File: src/rtl/timer_oc_pkg.sv
package timer_oc_pkg;

  typedef enum logic [2:0] {
    OC_FROZEN   = 3'd0,
    OC_SET      = 3'd1,
    OC_CLR      = 3'd2,
    OC_TOGGLE   = 3'd3,
    OC_FORCE_LO = 3'd4,
    OC_FORCE_HI = 3'd5,
    OC_PWM1     = 3'd6,
    OC_PWM2     = 3'd7
  } oc_mode_e;

  typedef struct packed {
    oc_mode_e mode;
    logic     preload;
    logic     fast;
    logic     clr_en;
    logic     dir;
  } oc_cfg_t;

endpackage

File: src/rtl/oc_cfg_regs.sv
module oc_cfg_regs
  import timer_oc_pkg::*;
#(
  parameter int CNT_W = 16
) (
  input  logic             clk_i,
  input  logic             rst_ni,
  input  logic             cfg_we_i,
  input  oc_cfg_t          cfg_i,
  input  logic             ccr_we_i,
  input  logic [CNT_W-1:0] ccr_i,
  input  logic             update_i,
  output oc_cfg_t          cfg_o,
  output logic [CNT_W-1:0] ccr_act_o
);

  oc_cfg_t          cfg_q;
  logic [CNT_W-1:0] ccr_shadow_q, ccr_act_q;

  always_ff @(posedge clk_i or negedge rst_ni) begin
    if (!rst_ni) begin
      cfg_q <= '0;
    end else if (cfg_we_i) begin
      cfg_q <= cfg_i;
    end
  end

  always_ff @(posedge clk_i or negedge rst_ni) begin
    if (!rst_ni) begin
      ccr_shadow_q <= '0;
      ccr_act_q    <= '0;
    end else begin
      if (ccr_we_i) ccr_shadow_q <= ccr_i;
      if (!cfg_q.preload) begin
        if (ccr_we_i) ccr_act_q <= ccr_i;
      end else if (update_i) begin
        // old shadow wins over a same-edge write
        ccr_act_q <= ccr_shadow_q;
      end
    end
  end

  assign cfg_o     = cfg_q;
  assign ccr_act_o = ccr_act_q;

  assert_direct_write_R7: assert property (@(posedge clk_i) disable iff (!rst_ni)
    (!cfg_q.preload && ccr_we_i) |=> (ccr_act_o == $past(ccr_i)));

  assert_preload_hold_R8: assert property (@(posedge clk_i) disable iff (!rst_ni)
    (cfg_q.preload && !update_i) |=> $stable(ccr_act_o));

endmodule

File: src/rtl/oc_trig_edge.sv
module oc_trig_edge #(
  parameter int SYNC_STAGES = 2
) (
  input  logic clk_i,
  input  logic rst_ni,
  input  logic trig_i,
  output logic edge_o
);

  localparam int LastIdx = SYNC_STAGES;

  logic [LastIdx:0] sh_q;

  always_ff @(posedge clk_i or negedge rst_ni) begin
    if (!rst_ni) sh_q <= '0;
    else         sh_q <= {sh_q[LastIdx-1:0], trig_i};
  end

  assign edge_o = sh_q[LastIdx-1] & ~sh_q[LastIdx];

  assert_edge_single_R10: assert property (@(posedge clk_i) disable iff (!rst_ni)
    edge_o |=> !edge_o);

endmodule

File: src/rtl/oc_ref_gen.sv
module oc_ref_gen
  import timer_oc_pkg::*;
#(
  parameter int CNT_W = 16
) (
  input  logic             clk_i,
  input  logic             rst_ni,
  input  oc_mode_e         mode_i,
  input  logic             fast_i,
  input  logic             dir_i,
  input  logic [CNT_W-1:0] cnt_i,
  input  logic [CNT_W-1:0] ccr_i,
  input  logic             trig_edge_i,
  output logic             ref_o
);

  logic ref_q, ref_d;
  logic match, below, is_pwm, fast_hit;

  assign match    = (cnt_i == ccr_i);
  assign below    = (cnt_i < ccr_i);
  assign is_pwm   = (mode_i == OC_PWM1) || (mode_i == OC_PWM2);
  assign fast_hit = trig_edge_i && fast_i && is_pwm;

  always_comb begin
    ref_d = ref_q;
    if (dir_i) begin
      ref_d = 1'b0;
    end else begin
      case (mode_i)
        OC_FROZEN:   ref_d = ref_q;
        OC_SET:      if (match) ref_d = 1'b1;
        OC_CLR:      if (match) ref_d = 1'b0;
        OC_TOGGLE:   if (match) ref_d = ~ref_q;
        OC_FORCE_LO: ref_d = 1'b0;
        OC_FORCE_HI: ref_d = 1'b1;
        OC_PWM1:     ref_d = fast_hit ? 1'b0 : below;
        OC_PWM2:     ref_d = fast_hit ? 1'b1 : ~below;
        default:     ref_d = ref_q;
      endcase
    end
  end

  always_ff @(posedge clk_i or negedge rst_ni) begin
    if (!rst_ni) ref_q <= 1'b0;
    else         ref_q <= ref_d;
  end

  assign ref_o = ref_q;

  assert_force_hi_R2: assert property (@(posedge clk_i) disable iff (!rst_ni)
    (mode_i == OC_FORCE_HI && !dir_i) |=> ref_q);

  assert_frozen_hold_R6: assert property (@(posedge clk_i) disable iff (!rst_ni)
    (mode_i == OC_FROZEN && !dir_i) |=> (ref_q == $past(ref_q)));

  assert_pwm1_below_R3: assert property (@(posedge clk_i) disable iff (!rst_ni)
    (mode_i == OC_PWM1 && !dir_i && !trig_edge_i && (cnt_i < ccr_i)) |=> ref_q);

  assert_fast_pwm1_R10: assert property (@(posedge clk_i) disable iff (!rst_ni)
    (trig_edge_i && fast_i && mode_i == OC_PWM1 && !dir_i) |=> !ref_q);

  assert_dir_low_R12: assert property (@(posedge clk_i) disable iff (!rst_ni)
    dir_i |=> !ref_q);

endmodule

File: src/rtl/timer_oc_channel.sv
module timer_oc_channel
  import timer_oc_pkg::*;
#(
  parameter int CNT_W       = 16,
  parameter int SYNC_STAGES = 2
) (
  input  logic             clk_i,
  input  logic             rst_ni,
  input  logic [CNT_W-1:0] cnt_i,
  input  logic             update_i,
  input  logic             trig_i,
  input  logic             clr_i,
  input  logic             cfg_we_i,
  input  logic [2:0]       cfg_mode_i,
  input  logic             cfg_preload_i,
  input  logic             cfg_fast_i,
  input  logic             cfg_clr_en_i,
  input  logic             cfg_dir_i,
  input  logic             ccr_we_i,
  input  logic [CNT_W-1:0] ccr_i,
  output logic             ref_o
);

  oc_cfg_t          cfg_in, cfg;
  logic [CNT_W-1:0] ccr_act;
  logic             trig_edge, ref_raw;

  assign cfg_in.mode    = oc_mode_e'(cfg_mode_i);
  assign cfg_in.preload = cfg_preload_i;
  assign cfg_in.fast    = cfg_fast_i;
  assign cfg_in.clr_en  = cfg_clr_en_i;
  assign cfg_in.dir     = cfg_dir_i;

  oc_cfg_regs #(.CNT_W(CNT_W)) u_regs (
    .clk_i     (clk_i),
    .rst_ni    (rst_ni),
    .cfg_we_i  (cfg_we_i),
    .cfg_i     (cfg_in),
    .ccr_we_i  (ccr_we_i),
    .ccr_i     (ccr_i),
    .update_i  (update_i),
    .cfg_o     (cfg),
    .ccr_act_o (ccr_act)
  );

  oc_trig_edge #(.SYNC_STAGES(SYNC_STAGES)) u_trig (
    .clk_i  (clk_i),
    .rst_ni (rst_ni),
    .trig_i (trig_i),
    .edge_o (trig_edge)
  );

  oc_ref_gen #(.CNT_W(CNT_W)) u_ref (
    .clk_i       (clk_i),
    .rst_ni      (rst_ni),
    .mode_i      (cfg.mode),
    .fast_i      (cfg.fast),
    .dir_i       (cfg.dir),
    .cnt_i       (cnt_i),
    .ccr_i       (ccr_act),
    .trig_edge_i (trig_edge),
    .ref_o       (ref_raw)
  );

  // level-sensitive clear, no register in the path
  assign ref_o = ref_raw & ~(cfg.clr_en & clr_i);

endmodule

File: config.mk
export PLATFORM = sky130hd
export DESIGN_NAME = timer_oc_channel
export DESIGN_NICKNAME = d
export VERILOG_FILES = /design/src/rtl/timer_oc_pkg.sv /design/src/rtl/oc_cfg_regs.sv /design/src/rtl/oc_trig_edge.sv /design/src/rtl/oc_ref_gen.sv /design/src/rtl/timer_oc_channel.sv
export SDC_FILE = /design/constraint.sdc
export NUM_CORES = 1
export LEC_CHECK = 0
export ABC_AREA = 1
export BUFFER_PORTS_ARGS = -buffer_cell sky130_fd_sc_hd__buf_2
export CORE_UTILIZATION = 61
export CTS_BUF_LIST = sky130_fd_sc_hd__clkbuf_4 sky130_fd_sc_hd__clkbuf_8
export CTS_CLUSTER_DIAMETER = 100
export DETAILED_ROUTE_END_ITERATION = 8
export PLACE_DENSITY = 0.88
export RECOVER_POWER = 25
export SYNTH_ARGS = -nofsm -noshare
export SYNTH_HDL_FRONTEND = slang
export SYNTH_SLANG_ARGS = --single-unit
File: constraint.sdc
create_clock -name clk_i -period 3.4 [get_ports clk_i]
set_clock_uncertainty 0.05 [all_clocks]
set_input_delay 0.17 -clock clk_i [delete_from_list [all_inputs] [get_ports clk_i]]
set_output_delay 0.17 -clock clk_i [all_outputs]
set_load 0.05 [all_outputs]
==> flow_summary_export.csv <==
group,metric,value,unit
placed_design,gp_congestion,0.819,
logic_synthesis,synth_area_leaders,"dfrtp_1 48%, ha_1 8.9%, nand2_1 7.7%, inv_1 7.4%, o211ai_1 5.0%",
layout,final_net_count,372,
detailed_routing,firstDrtPassIters,4,
power,switching_share,0.306,
placed_design,place_inst,342,
layout,fillers,262,
timing,hold_viol,0,
clock_network,numCtsBuffers,5,
clock_network,cts.hold.buffers_added,7,
layout,layout_commonest_cell,"nand2_1",
logic_synthesis,post-synth-top-area-cell,"dfrtp_1",
logic_synthesis,synth-warning-count,0,
critical_path,worstSetupPathType,"flop to flop",
power,peakVddDrop,0.312,mV
detailed_routing,antenna_left,0,
timing,fin_tns_setup,0,ns
floorplanning,die-height,62.6,um
critical_path,critPathRequiredTime,3.59,ns
logic_synthesis,synth_area,2240,um^2
power,comb_power_share,0.260,
placed_design,dp_hpwl,3.05,mm
clock_network,clock_latency,0.34,ns
worst_hold_path,min_path_cells,3,
power,p_per_area,434,nW/um^2
power,clkPwrFrac,0.200,
floorplanning,die_x,62.6,um
timing,tightest_slew,0.925,ns
logic_synthesis,synth_cell_types,26,
grt,antenna_found_initial,0,
timing,rsz0062_at_grt,"no",
worst_hold_path,min_path_type,"input port to flop",
grt,grt_max_degree,44,
detailed_routing,wire_per_inst,11.4,um
layout,antenna-diode-count,0,
grt,gr-total-overflow,0,
timing,period_share,0.466,
clock_network,clkTransAtPathRegs,0.11,ns
logic_synthesis,synthDominantCellAreaShare,0.480,
layout,drive_gt1_frac,0.201,
floorplanning,start_util,0.656,
critical_path,ff2ff_path_depth,11,
critical_path,worst_setup_path_end_kind,"flop",
logic_synthesis,yosysSeqAreaShare,0.480,
logic_synthesis,netlist_instances,260,
detailed_routing,drc,0,
placed_design,numPortBuffers,46,
detailed_routing,drt_iter0_drc,46,
critical_path,worst-path-max-fanout,2,
job,drv_cap,0,
detailed_routing,via_count,1792,
clock_network,clock_path_buffers,2,
detailed_routing,via_per_inst,5.05,
timing,setup_viol,0,
critical_path,start_kind,"flop",
floorplanning,io_pins,47,
detailed_routing,drt_wl_total,4.05,mm
layout,layout_common_cells,"46 x nand2_1, 45 x buf_2, 44 x inv_1",
clock_network,clockRootBuffer,"clkbuf_4",
clock_network,cts_tree,"built",
run_status,status,"finished, final reports clean",
power,pwr-share-seq,0.540,
layout,synthToLayoutAreaGrowth,15.1,%
layout,layout.cells.non_filler,355,
timing,fin_crit,1.58,ns
power,internal_power,0.777,mW
clock_network,htree_levels,2,
floorplanning,core,3420,um^2
clock_network,post_cts_resized,0,
clock_network,cts_sinks,43,
timing,drv_slew,0,
timing,relSlewSlack,0.384,
grt,grt_usage,0.241,
clock_network,cts_setup_buffers,0,
power,netSwitchingPower,0.343,mW
grt,grt_pass1_wl,7.29,mm
logic_synthesis,synth-seq-cells,43,
logic_synthesis,syn_area_per_cell,8.62,um^2
floorplanning,dieArea,3920,um^2
power,leakagePower,1.36,nW
floorplanning,fp-row-count,21,
grt,grt_pass1_vias,1782,
critical_path,worst_ep_arrival_time,1.78,ns
timing,max_freq,0.631,GHz
logic_synthesis,synth_fp_nets,322,
critical path, stage by stage, from the launching register on:
cell     delay, ns
dfrtp_1       0.33
inv_1         0.06
ha_1          0.30
nand2_1       0.06
inv_2         0.06
nand3_2       0.07
nor2_2        0.15
nand2_1       0.10
a21oi_2       0.12
nand2_1       0.06
nor2_1        0.08
nor2_1        0.04
layout make-up:
type,count,area [um^2],share of cell area
clock buffer,6,45.0,0.0175
inverter,46,175,0.0679
multi-input combinational,161,927,0.359
sequential,43,1080,0.417
tap,46,57.6,0.0223
timing repair buffer,53,299,0.116
state kept, by name (all words and copies together) (netlist names):
signal / cells
u_regs.ccr_shadow_q: 16
u_regs.ccr_act_o: 16
u_ref.ref_o: 1
u_regs.cfg_o: 7
u_trig.sh_q: 3
per-stage QoR:
stage | utilization | hold slack, ns | setup WS (ns) | power (mW) | cell area (um^2)
after floorplan | - | -0.176 | 2.00 | 0.821 | 2240
after global placement | 0.722 | 0.228 | 1.87 | 0.884 | 2470
after detailed placement | 0.722 | 0.230 | 1.83 | 0.903 | 2470
after CTS | 0.756 | 0.00269 | 1.81 | 1.13 | 2580
after global routing | 0.755 | 0.0110 | 1.69 | 1.21 | 2580
final | 0.755 | 0.0121 | 1.82 | 1.12 | 2580
metal layers:
layer / part of all wire / wire length, um / GRT usage / vias to the layer above
li1: - / - / - / 936
met1: 0.45 / 1830 / 0.303 / 806
met2: 0.48 / 1940 / 0.402 / 37
met3: 0.038 / 156 / 0.0420 / 13
met4: 0.030 / 123 / 0.119 / 0
met5: 0 / 0 / 0 / -
power by group through the flow:
stage	combinational, mW	sequential (mW)	clock (mW)
after detailed placement	0.287	0.616	0
after global routing	0.342	0.612	0.251
after floorplan	0.215	0.606	0
after CTS	0.295	0.605	0.231
after global placement	0.272	0.612	0
final	0.291	0.605	0.224
worst paths after layout:
kind | start | end | slack, ns
min reg2reg | u_trig.sh_q[0] | u_trig.sh_q[1] | 0.31
max in group asynchronous | rst_ni | u_regs.ccr_shadow_q[9] | 2.29
min | cfg_mode_i[1] | u_regs.cfg_o[5] | 0.01
min in group asynchronous | rst_ni | u_regs.ccr_shadow_q[13] | 0.44
max reg2reg | u_regs.ccr_act_o[15] | u_ref.ref_o | 1.82
max | u_regs.ccr_act_o[15] | u_ref.ref_o | 1.82
synthesized netlist by cell type, drive strengths merged:
library cell / instances
nand2: 48
clkbuf: 3
o211ai: 15
a21oi: 22
mux2: 4
dfrtp: 43
a21o: 1
inv: 46
buf: 7
nand4: 2
nor2: 23
a31oi: 1
o21ai: 24
ha: 16
nand3: 5
cell families (layout without fill, tap and decap cells):
logic type / Yosys count / after routing / synth area share
AOI/OAI and AO/OA: 63 / 63 / 0.161
adders and majority gates: 16 / 16 / 0.0893
buffers and inverters: 56 / 105 / 0.106
DFF: 43 / 43 / 0.480
muxes: 4 / 4 / 0.0201
and+or+nand+nor: 78 / 78 / 0.144
(Power assumes the default switching activity.)
